==> config.mk <==
export PLATFORM = sky130hd
export DESIGN_NAME = alu16_core
export DESIGN_NICKNAME = d
export VERILOG_FILES = /design/src/rtl/alu16_pkg.sv /design/src/rtl/alu16_addsub.sv /design/src/rtl/alu16_bitwise.sv /design/src/rtl/alu16_shifter.sv /design/src/rtl/alu16_select.sv /design/src/rtl/alu16_core.sv
export SDC_FILE = /design/constraint.sdc
export NUM_CORES = 1
export LEC_CHECK = 0
export BUFFER_PORTS_ARGS = -buffer_cell sky130_fd_sc_hd__buf_2
export CORE_ASPECT_RATIO = 0.6
export CORE_UTILIZATION = 60
export DETAILED_ROUTE_END_ITERATION = 7
export PLACE_DENSITY = 0.83
export SLEW_MARGIN = 10
export SYNTH_ARGS = -nofsm -noshare
export SYNTH_HDL_FRONTEND = slang
export SYNTH_SLANG_ARGS = --single-unit
export TNS_END_PERCENT = 30
==> constraint.sdc <==
create_clock -name vclk -period 5.6
set_input_delay 0.84 -clock vclk [all_inputs]
set_output_delay 0.84 -clock vclk [all_outputs]
set_load 0.01 [all_outputs]
==> src/rtl/alu16_pkg.sv <==
package alu16_pkg;

  typedef enum logic [2:0] {
    OP_ADD      = 3'b000,
    OP_SUB      = 3'b001,
    OP_AND      = 3'b010,
    OP_XOR      = 3'b011,
    OP_SHL      = 3'b100,
    OP_SHR      = 3'b101,
    OP_PASS     = 3'b110,
    OP_PASS_ALT = 3'b111
  } alu_op_e;

endpackage

==> src/rtl/alu16_addsub.sv <==
module alu16_addsub #(
  parameter int W        = 16,
  parameter bit SUBTRACT = 1'b0
) (
  input  logic [W-1:0] a,
  input  logic [W-1:0] b,
  output logic [W-1:0] y
);

  logic [W-1:0] b_eff;
  logic         cin;

  generate
    if (SUBTRACT) begin : g_sub
      assign b_eff = ~b;
      assign cin   = 1'b1;
    end else begin : g_add
      assign b_eff = b;
      assign cin   = 1'b0;
    end
  endgenerate

  assign y = a + b_eff + W'(cin);

  // The inverse operation must recover A.
  always_comb begin
    if (SUBTRACT) begin
      p_sub_inverse_r2: assert (W'(y + b) == a)
        else $error("difference plus B does not return A");
    end else begin
      p_add_inverse_r1: assert (W'(y - b) == a)
        else $error("sum minus B does not return A");
    end
  end

endmodule

==> src/rtl/alu16_bitwise.sv <==
module alu16_bitwise #(
  parameter int W = 16
) (
  input  logic [W-1:0] a,
  input  logic [W-1:0] b,
  output logic [W-1:0] and_y,
  output logic [W-1:0] xor_y
);

  assign and_y = a & b;
  assign xor_y = a ^ b;

  always_comb begin
    p_and_within_r3: assert (((and_y & ~a) | (and_y & ~b)) == '0)
      else $error("AND result has a bit that an operand lacks");
    p_xor_undo_r4: assert ((xor_y ^ b) == a)
      else $error("XOR result does not undo with B");
  end

endmodule

==> src/rtl/alu16_shifter.sv <==
module alu16_shifter #(
  parameter int W    = 16,
  parameter bit LEFT = 1'b1
) (
  input  logic [W-1:0] a,
  input  logic [W-1:0] amt,
  output logic [W-1:0] y
);

  localparam int SH_W = $clog2(W);

  logic [W-1:0] stg [SH_W+1];
  logic         too_far;

  assign stg[0] = a;

  generate
    for (genvar i = 0; i < SH_W; i++) begin : g_stage
      localparam int D = 1 << i;
      logic [W-1:0] moved;
      if (LEFT) begin : g_l
        assign moved = {stg[i][W-1-D:0], {D{1'b0}}};
      end else begin : g_r
        assign moved = {{D{1'b0}}, stg[i][W-1:D]};
      end
      assign stg[i+1] = amt[i] ? moved : stg[i];
    end
  endgenerate

  assign too_far = (|amt[W-1:SH_W]) || (amt[SH_W-1:0] >= SH_W'(W - 1) && 32'(amt[SH_W-1:0]) >= W);
  assign y       = too_far ? '0 : stg[SH_W];

  // A distance at or past the width clears the result; a zero distance keeps A.
  always_comb begin
    if (LEFT) begin
      p_far_left_zero_r5: assert (!(32'(amt) >= W) || y == '0)
        else $error("left shift past width not zero");
      p_zero_left_keep_r5: assert (amt != '0 || y == a)
        else $error("left shift by zero changed A");
    end else begin
      p_far_right_zero_r6: assert (!(32'(amt) >= W) || y == '0)
        else $error("right shift past width not zero");
      p_zero_right_keep_r6: assert (amt != '0 || y == a)
        else $error("right shift by zero changed A");
    end
  end

endmodule

==> src/rtl/alu16_select.sv <==
module alu16_select
  import alu16_pkg::*;
#(
  parameter int W = 16
) (
  input  logic [2:0]   op,
  input  logic [W-1:0] add_y,
  input  logic [W-1:0] sub_y,
  input  logic [W-1:0] and_y,
  input  logic [W-1:0] xor_y,
  input  logic [W-1:0] shl_y,
  input  logic [W-1:0] shr_y,
  input  logic [W-1:0] pass_y,
  output logic [W-1:0] y
);

  always_comb begin
    case (alu_op_e'(op))
      OP_ADD:  y = add_y;
      OP_SUB:  y = sub_y;
      OP_AND:  y = and_y;
      OP_XOR:  y = xor_y;
      OP_SHL:  y = shl_y;
      OP_SHR:  y = shr_y;
      default: y = pass_y;
    endcase
  end

endmodule

==> src/rtl/alu16_core.sv <==
module alu16_core
  import alu16_pkg::*;
#(
  parameter int W = 16
) (
  input  logic [2:0]   op_sel,
  input  logic [W-1:0] opnd_a,
  input  logic [W-1:0] opnd_b,
  output logic [W-1:0] res
);

  logic [W-1:0] add_y, sub_y, and_y, xor_y, shl_y, shr_y;

  alu16_addsub #(.W(W), .SUBTRACT(1'b0)) u_add (
    .a(opnd_a), .b(opnd_b), .y(add_y)
  );

  alu16_addsub #(.W(W), .SUBTRACT(1'b1)) u_sub (
    .a(opnd_a), .b(opnd_b), .y(sub_y)
  );

  alu16_bitwise #(.W(W)) u_bits (
    .a(opnd_a), .b(opnd_b), .and_y(and_y), .xor_y(xor_y)
  );

  alu16_shifter #(.W(W), .LEFT(1'b1)) u_shl (
    .a(opnd_a), .amt(opnd_b), .y(shl_y)
  );

  alu16_shifter #(.W(W), .LEFT(1'b0)) u_shr (
    .a(opnd_a), .amt(opnd_b), .y(shr_y)
  );

  alu16_select #(.W(W)) u_sel (
    .op(op_sel),
    .add_y(add_y), .sub_y(sub_y), .and_y(and_y), .xor_y(xor_y),
    .shl_y(shl_y), .shr_y(shr_y), .pass_y(opnd_b),
    .y(res)
  );

  // Result at the port against the unit picked by the code.
  always_comb begin
    p_copy_b_r7: assert (op_sel[2:1] != 2'b11 || res == opnd_b)
      else $error("copy codes do not return B");
    p_route_add_r8: assert (op_sel != OP_ADD || res == add_y)
      else $error("add code routed another unit");
    p_route_shr_r8: assert (op_sel != OP_SHR || res == shr_y)
      else $error("right shift code routed another unit");
  end

endmodule

# == After elaboration in Yosys (flattened, before gate mapping) ==
# Index checks and enable logic that the tools add are counted.
# op_classes
mux,11
bitwise,3
n_reduce_logical,2
n_eq_ne,5
n_addsub,3
# ops
op,count
16-bit 2-to-1 mux,10
16-bit one-hot mux with 6 select lines,1
16-bit adder,2
"16-bit by 1-bit adder with 16-bit output, second input constant",1
16-bit bitwise AND,1
16-bit NOT,1
16-bit bitwise XOR,1
12-bit OR reduction,1
"3-bit by 2-bit equality test with 1-bit output, second input constant",2
"3-bit equality test, second input constant",2
"3-bit by 1-bit equality test with 1-bit output, second input constant",1
3-bit logical NOT,1
# word_totals
output_inout_bits,16
input_bits,35
ff_bits,0

# == Depth between registers and ports, before layout ==
# Gate-level depths: netlist of the first run.
# depth
word_depth,6
ltp_mapped,11
ltp_nobuf,11

# == Hierarchy ==
# Synthesis of the first run repeated with hierarchy kept, for this count alone.
# hier_totals
hier_cells,530
area_unflattened_um2,4164.0
# modules_own_cells
module,area_per_inst_um2,seq_area_each_um2,cells_each,n_inst
alu16_select,1054.8,0.0,132,1
alu16_addsub at u_sub,852.1,0.0,130,1
alu16_addsub at u_add,724.4,0.0,98,1
alu16_shifter at u_shl,691.9,0.0,77,1
alu16_shifter at u_shr,640.6,0.0,77,1
alu16_bitwise,200.2,0.0,16,1

# == Least setup slack after synthesis of the first run ==
# No wires, ideal clock.
# synth_timing
path_kind,input to output
startpoint,in opnd_b[2]
endpoint,out res[12]
stages,11
path_buffers,2
t_arrival_ns,3.005
slack_ns,1.755
path_cell_list,buf_2 -> inv_1 -> clkbuf_1 -> ha_1 -> a21oi_1 -> o21ai_0 -> a21oi_1 -> a311oi_1 -> xnor2_1 -> nor2_1 -> o32a_1
# synth_between
elab_chain_len,4
word_cells_on_any_way,11
classes_between,add/sub: 3; mux: 7; bitwise: 1
# synth_rtl
item,line_no,source
"start, declared",alu16_core.sv:8,"input logic [W-1:0] opnd_b,"
16-bit NOT / 16-bit 2-to-1 mux (equally long branches),"alu16_addsub.sv:15, alu16_shifter.sv:26",
16-bit adder / 16-bit 2-to-1 mux (equally long branches),"alu16_addsub.sv:23, alu16_shifter.sv:26",
16-bit by 1-bit adder with 16-bit output / 16-bit 2-to-1 mux (equally long branches),"alu16_addsub.sv:23, alu16_shifter.sv:31",
16-bit one-hot mux with 6 select lines *,alu16_select.sv:18,case (alu_op_e'(op))
"end, declared",alu16_core.sv:9,output logic [W-1:0] res
# Every way passes the cells marked *; elsewhere a longest branch is shown, timed or not.

# == Worst setup path in the final report of the first run ==
# layout_timing
startpoint,in opnd_b[2]
endpoint,out res[11]
# Same word-level chain as after synthesis.

==> results.py, run 1 <==
metrics = {
    "routing": {
        "via_per_inst": 7.20,
        "wire_per_inst_um": 21.2,
        "drtIter0Drc": 752,
        "ant_nets": 0,
        "drt_pass1_iterations": 5,
        "routed_wl_um": 13700,
        "vias": 4653,
        "drc": 0,
    },
    "flow_run": {
        "drv_cap": 0,
    },
    "hold_path": {
        "hold_path_depth": 4,
        "hold_class": "input pin to output pin",
        "hp-start": "opnd_b[15]",
        "min_to": "res[15]",
    },
    "grt": {
        "grt_usage_pct": 42.9,
        "antenna_found_initial": 0,
        "grt_pass1_vias": 3982,
        "grt_overflow": 0,
        "grt_max_degree": 37,
        "grt_pass1_wl_um": 21700,
    },
    "floorplan": {
        "dieArea_sq_um": 6440,
        "die_x_um": 103,
        "die_height_um": 62.5,
        "start_util_pct": 64.0,
        "core_sq_um": 5730,
        "ios": 51,
        "rows": 21,
    },
    "yosys": {
        "synth_top_family_by_area": "compound AO/OA/AOI/OAI gates",
        "synth_common_cells": "nor2_1 (76), a21oi_1 (63), o21ai_0 (37), mux2i_1 (33), nand2_1 (33)",
        "yosysSeqAreaShare_pct": 0,
        "synth_top_cell_by_area": "ha_1",
        "synth_mux_area_share_pct": 14.4,
        "synthXorXnorAreaFrac_pct": 3.11,
        "synth_top_area_share_pct": 10.9,
        "synth.most_common_cell": "nor2_1",
        "synth_nets": 626,
        "avgSynthCellArea_sq_um": 6.58,
        "syn_area_sq_um": 3670,
        "synth_cell_types": 68,
        "yosys.area_share.simple_pct": 21.0,
        "synth_adder_area_share_pct": 12.0,
        "synth_warnings": 0,
        "syn_inst": 557,
        "synthTopCellsByArea": "ha_1 (11%), mux2i_1 (9.0%), a21oi_1 (8.6%)",
        "synth-compound-area-share_pct": 39.2,
    },
    "pwr": {
        "pwr-share-comb_pct": 100.0,
        "power_switching_mw": 0.252,
        "switching_share_pct": 63.1,
        "leakage_nw": 1.58,
        "pwr-share-seq_pct": 0,
        "intPower_mw": 0.147,
        "cellPowerDensity_nw_per_um2": 105,
        "p_clk_share_pct": 0,
        "ir_drop_mv": 0.0711,
    },
    "clock_tree": {
        "cts_setup_buffers": 0,
        "ctsHoldBuffers": 0,
        "cts_resized": 0,
    },
    "timing": {
        "hold_violations": 0,
        "rsz0062_at_grt": "false",
        "slew_violations": 0,
        "hold_slack_ns": 2.09,
        "finalWorstSetupSlack_ns": 0.713,
        "setup-tns-final_ns": 0,
        "finalCriticalPeriod_ns": 4.89,
        "final-setup-viol-count": 0,
        "tightest_slew_ns": 1.09,
        "slew-limit-headroom_pct": 27.2,
        "clock.fmax_mhz": 205,
        "finalCritPeriodShare_pct": 87.3,
    },
    "placed_design": {
        "port_buffers": 51,
        "dp_cells": 646,
        "place_hpwl_um": 10600,
        "place_area_sq_um": 3790,
        "pre_cts_ws_ns": 0.869,
        "place.gp.congestion": 1.01,
    },
    "finish": {
        "ff_latch_area_sq_um": 0,
        "fin_nets": 637,
        "nFlopsAndLatches": 0,
        "area_delta_synth_final_pct": 3.45,
        "drive_gt1_share_pct": 14.8,
        "diodes": 0,
        "finalInstanceArea_sq_um": 3790,
        "instances_no_fill": 646,
        "n_clock_buffer": 0,
    },
    "worst_setup_path": {
        "cp_max_fo": 35,
        "crit_start": "opnd_b[2]",
        "worstSetupEndpointType": "output pin",
        "cp_data_arrival_time_ns": 4.05,
        "worst_ep_required_time_ns": 4.76,
        "start_kind": "input pin",
        "critPathKind": "input pin to output pin",
    },
    "status": {
        "outcome": "finished clean",
    },
}
==> cell families after synthesis <==
| kind of cell | count (synthesis) |
|---|---|
| buffers and inverters | 78 |
| xor gates and xnor gates | 13 |
| and+or+nand+nor | 169 |
| muxes | 48 |
| AOI/OAI and AO/OA | 215 |
| adders and majority gates | 34 |
==> worst max-delay path: stages <==
cell	delay (ns)
buf_2	0.50
inv_1	0.44
ha_1	0.54
nor3_1	0.08
o21ai_1	0.12
o211ai_2	0.21
a2111oi_2	0.62
xnor2_1	0.19
nand2_1	0.09
a41oi_2	0.24
buf_2	0.15
==> area by class of cell <==
| class | instances | area (sq um) |
|---|---|---|
| Tap cell | 80 | 100 |
| Timing Repair Buffer | 53 | 270 |
| Multi-Input combinational cell | 479 | 3290 |
| Inverter | 34 | 128 |
| Fill cell | 533 | 1940 |
==> stage by stage <==
stage                     utilization, %  total power, mW
after floorplan                        -            0.280
after global placement              66.2            0.376
after detailed placement            66.2            0.380
after CTS                           66.2            0.382
after global routing                66.2            0.430
final                               66.2            0.399
==> routing by layer <==
metal  wire length (um)  vias up  share of wire (%)  track usage, %
met5                  0        -                  0               0
met4                332        0                2.4            8.80
met3               2430       30                 18            13.5
met2               5220      411                 38            57.5
met1               5720     2115                 42            65.2
li1                   -     2097                  -               -
==> cells in the final DEF, fill, tap and decap left out, types with 10 or more instances in the layout <==
cell      instances
nor2_1           76
a21oi_1          63
buf_2            51
o21ai_0          37
nand2_1          33
mux2i_1          33
ha_1             32
inv_1            27
a211oi_1         17
xnor2_1          13
nor3_1           10
==> worst max-delay path by stage <==
stage                    to  slack, ns  cells after the start
finish              res[11]       0.71                     11
global route        res[13]       0.49                     11
floorplan           res[12]       1.76                     11
global placement    res[11]       0.96                     11
detailed placement  res[11]       0.87                     11
CTS                 res[11]       0.87                     11
==> power by group through the flow <==
stage          combinational (mW)  sequential, mW  clock [mW]
4_1_cts                     0.382               0           0
6_report                    0.399               0           0
3_3_place_gp                0.376               0           0
3_5_place_dp                0.380               0           0
2_1_floorplan               0.280               0           0
5_1_grt                     0.430               0           0
Note: power is estimated with default switching activity, not from simulation.
==> inputs of run 2 (changes only) <==
- CORE_MARGIN: not set -> 2
- CORE_UTILIZATION: 60 -> 25
- PLACE_DENSITY: 0.83 -> not set
==> results.py, run 2 (same netlist as run 1, synthesis figures left out) <==
metrics = {
    "routing": {
        "via_per_inst": 5.97,
        "routed_wl_um": 15300,
        "vias": 4592,
        "drc": 0,
        "wire_per_inst_um": 19.9,
        "drtIter0Drc": 667,
        "drt_pass1_iterations": 5,
        "ant_nets": 0,
    },
    "timing": {
        "finalCriticalPeriod_ns": 4.60,
        "slew-limit-headroom_pct": 28.9,
        "setup-tns-final_ns": 0,
        "finalWorstSetupSlack_ns": 0.996,
        "tightest_slew_ns": 1.06,
        "hold_violations": 0,
        "finalCritPeriodShare_pct": 82.2,
        "slew_violations": 0,
        "clock.fmax_mhz": 217,
        "rsz0062_at_grt": "false",
        "final-setup-viol-count": 0,
    },
    "grt": {
        "grt_max_degree": 36,
        "grt_pass1_wl_um": 23400,
        "grt_overflow": 0,
        "grt_usage_pct": 18.6,
        "grt_pass1_vias": 3888,
        "antenna_found_initial": 0,
    },
    "finish": {
        "drive_gt1_share_pct": 15.4,
        "fin_nets": 642,
        "area_delta_synth_final_pct": 8.36,
        "n_clock_buffer": 0,
        "finalCoreUtilization_pct": 27.5,
        "multi_input_comb_area_sq_um": 3290,
        "finalInstanceArea_sq_um": 3970,
        "diodes": 0,
        "final_cell_mix": "nor2_1 (76), a21oi_1 (63), buf_2 (51)",
        "nFlopsAndLatches": 0,
        "ff_latch_area_sq_um": 0,
        "layout_commonest_cell": "nor2_1",
        "fillers": 1596,
    },
    "worst_setup_path": {
        "worstSetupEndpointType": "output pin",
        "worst_ep_required_time_ns": 4.76,
        "cp_data_arrival_time_ns": 3.76,
        "path_delay_family": "compound AO/OA/AOI/OAI gates",
        "crit_chain": "buf_2, inv_1, ha_1, inv_1, a211oi_1, o21ai_0, nand3_1, mux2i_1, nand2_1, a31oi_1, buf_2",
        "critPathKind": "input pin to output pin",
        "cp_max_fo": 35,
        "start_kind": "input pin",
        "crit_buf_inv": 4,
        "cp_slowest_cell": "a211oi_1",
        "slowest_delay_ns": 0.53,
    },
    "status": {
        "outcome": "finished clean",
    },
    "floorplan": {
        "rows": 34,
        "start_util_pct": 25.4,
        "dieArea_sq_um": 15700,
        "ios": 51,
        "core_sq_um": 14400,
        "die_height_um": 97.8,
        "die_x_um": 160,
    },
    "hold_path": {
        "hold_class": "input pin to output pin",
        "hp-start": "opnd_b[14]",
        "min_to": "res[14]",
        "hold_path_depth": 4,
    },
    "placed_design": {
        "place_area_sq_um": 3970,
        "place_hpwl_um": 12200,
        "port_buffers": 51,
        "pre_cts_ws_ns": 1.08,
        "place.gp.congestion": 1.01,
    },
    "pwr": {
        "cellPowerDensity_nw_per_um2": 102,
        "ir_drop_mv": 0.0413,
        "leakage_nw": 1.61,
        "total_power_mw": 0.404,
    },
    "clock_tree": {
        "ctsHoldBuffers": 0,
        "cts_resized": 0,
        "cts_setup_buffers": 0,
    },
    "flow_run": {
        "drv_cap": 0,
    },
}
[run 2: cell types whose count changed in the layout (fill, tap and decap cells not counted), sizes merged]
cell | previous run | this run
buf | 53 | 58
[run 2: stage by stage]
stage / instances / hold WS, ns
floorplan: 557 / 1.83
global placement: 769 / 2.07
detailed placement: 769 / 2.07
CTS: 769 / 2.08
global route: 769 / 2.11
finish: 769 / 2.08
[run 2: cell type report]
type | count | share of cell area (%)
multi-input cells | 479 | 82.8
well taps | 198 | 6.24
repair buffers | 58 | 7.75
inverters | 34 | 3.21
[run 2: tightest hold or removal path, cell delays in order]
cell	delay, ns
buf_2	0.12
nor2_1	0.10
a21oi_1	0.04
buf_2	0.13
[run 2: report_power, final]
part	leakage (nW)	switching (mW)	internal (mW)
Combinational	1.61	0.255	0.149
Sequential	0	0	0
Clock	0	0	0
[run 2: worst max path at each step]
stage,startpoint,endpoint,slack [ns],depth (start not counted)
3_5_place_dp,opnd_b[2],res[13],1.08,11
2_1_floorplan,opnd_b[2],res[12],1.76,11
4_1_cts,opnd_b[2],res[13],1.06,11
5_1_grt,opnd_b[0],res[12],0.76,12
3_3_place_gp,opnd_b[0],res[12],1.12,12
6_report,opnd_b[2],res[15],1.0,11
[run 2: routing by layer]
metal  GRT usage (%)  routed length [um]
met1            31.6                7590
met2            23.0                5260
met3            4.08                2170
met4            2.15                 250
met5               0                   0
==> inputs of run 3 (changes only) <==
- ABC_AREA: not set -> 1
- clock period: 5.6 -> 4.6 ns (I/O delays scaled with it)
==> results.py, run 3 <==
metrics = {
    "status": {
        "outcome": "finished clean",
    },
    "floorplan": {
        "ios": 51,
        "dieArea_sq_um": 16400,
        "start_util_pct": 25.3,
        "rows": 35,
        "die_height_um": 99.9,
        "core_sq_um": 15200,
        "die_x_um": 164,
    },
    "finish": {
        "instances_no_fill": 1020,
        "drive_gt1_share_pct": 8.94,
        "area_delta_synth_final_pct": 9.27,
        "n_clock_buffer": 0,
        "final_cell_mix": "nand2_1 (244), nand3_1 (153), inv_1 (111)",
        "nFlopsAndLatches": 0,
        "layout_commonest_cell": "nand2_1",
        "diodes": 0,
        "fin_nets": 888,
        "ff_latch_area_sq_um": 0,
        "finalInstanceArea_sq_um": 4190,
        "fillers": 1844,
    },
    "grt": {
        "grt_pass1_wl_um": 25500,
        "grt_overflow": 0,
        "grt_max_degree": 34,
        "grt_pass1_vias": 4574,
        "grt_usage_pct": 19.7,
        "antenna_found_initial": 0,
    },
    "timing": {
        "slew_violations": 0,
        "setup-tns-final_ns": 0,
        "finalCriticalPeriod_ns": 3.75,
        "final-setup-viol-count": 0,
        "clock.fmax_mhz": 267,
        "slew-limit-headroom_pct": 45.4,
        "hold_violations": 0,
        "finalCritPeriodShare_pct": 81.6,
        "tightest_slew_ns": 0.817,
        "rsz0062_at_grt": "false",
    },
    "routing": {
        "drc": 0,
        "vias": 5357,
        "routed_wl_um": 16500,
        "ant_nets": 0,
        "wire_per_inst_um": 16.2,
        "drtIter0Drc": 725,
        "via_per_inst": 5.25,
        "drt_pass1_iterations": 6,
    },
    "pwr": {
        "total_power_mw": 0.470,
        "cellPowerDensity_nw_per_um2": 112,
        "ir_drop_mv": 0.0408,
        "leakage_nw": 2.32,
    },
    "worst_setup_path": {
        "worstSetupEndpointType": "output pin",
        "critPathKind": "input pin to output pin",
        "worst_ep_required_time_ns": 3.91,
        "cp_data_arrival_time_ns": 3.06,
        "start_kind": "input pin",
        "cp_max_fo": 15,
    },
    "clock_tree": {
        "ctsHoldBuffers": 0,
        "cts_resized": 0,
        "cts_setup_buffers": 0,
    },
    "yosys": {
        "synth_top_area_share_pct": 23.9,
        "yosysSeqAreaShare_pct": 0,
        "syn_area_sq_um": 3830,
        "synth_warnings": 0,
        "syn_inst": 796,
        "synthTopCellsByArea": "nand2_1 (24%), nand3_1 (20%), inv_1 (11%)",
        "synth.most_common_cell": "nand2_1",
        "synth_cell_types": 35,
        "synth_common_cells": "nand2_1 (244), nand3_1 (153), inv_1 (111), nor2_1 (80), a21oi_1 (37)",
        "synth_nets": 865,
        "synth_top_cell_by_area": "nand2_1",
        "avgSynthCellArea_sq_um": 4.82,
    },
    "placed_design": {
        "dp_cells": 1020,
        "port_buffers": 51,
        "place_hpwl_um": 13700,
        "place.gp.congestion": 1.08,
        "place_area_sq_um": 4190,
    },
    "hold_path": {
        "hold_class": "input pin to output pin",
    },
    "flow_run": {
        "drv_cap": 0,
    },
}
[run 3: cell count changes in the layout (fill, tap and decap cells not counted), sizes merged, moves of 17 or more]
cell,before,now
nand2,33,246
a21oi,64,37
a211oi,19,2
inv,33,120
mux2i,33,0
nand3,8,154
[run 3: worst max-delay path: stages]
cell and delay, ns:
buf_2 0.27, inv_1 0.28, ha_1 0.45, nand2_1 0.16, inv_1 0.05, nand2_1 0.06
nand2_1 0.07, o21ai_0 0.52, nand3_1 0.15, nand3_1 0.12, nand4_1 0.09, buf_2 0.15
[run 3: path summary, 6_finish.rpt]
path | startpoint | end | slack, ns | cells after the start
max | opnd_b[3] | res[13] | 0.85 | 12
min | opnd_b[12] | res[12] | 1.70 | 4
[run 3: area by class of cell]
class	instances	area (sq um)	area share [%]
Tap cell	203	254	6.06
Inverter	120	453	10.8
Timing Repair Buffer	55	285	6.81
Multi-Input combinational cell	642	3200	76.3
[run 3: report_power, final]
part	internal, mW	switching [mW]	leakage (nW)
sequential	0	0	0
clock	0	0	0
combinational	0.144	0.326	2.32
[run 3: per-layer routing]
metal / share of wire, % / wire [um] / track usage [%] / vias up
met5: 0 / 0 / 0 / -
met4: 0.51 / 84 / 1.21 / 0
met3: 16 / 2650 / 5.79 / 8
met2: 34 / 5660 / 24.5 / 390
met1: 49 / 8160 / 32.9 / 2340
li1: - / - / - / 2619
[run 3: cells by family (layout without fill, tap and decap cells)]
kind of cell             Yosys count  count (layout)  share of synthesized area (%)
AO/OA/AOI/OAI                     87              87                           12.5
XOR/XNOR                           1               1                          0.229
adder cells (fa/ha/maj)           34              34                           11.5
buffers and inverters            154             175                           16.6
AND/OR/NAND/NOR                  520             520                           59.2
[run 3: stage by stage]
stage                     hold WS (ns)  utilization [%]  setup slack [ns]
after floorplan                   1.50                -              1.65
after global placement            1.70             27.6             0.965
after detailed placement          1.70             27.6             0.952
after CTS                         1.70             27.6             0.951
after global routing              1.74             27.6             0.641
final                             1.70             27.6             0.848
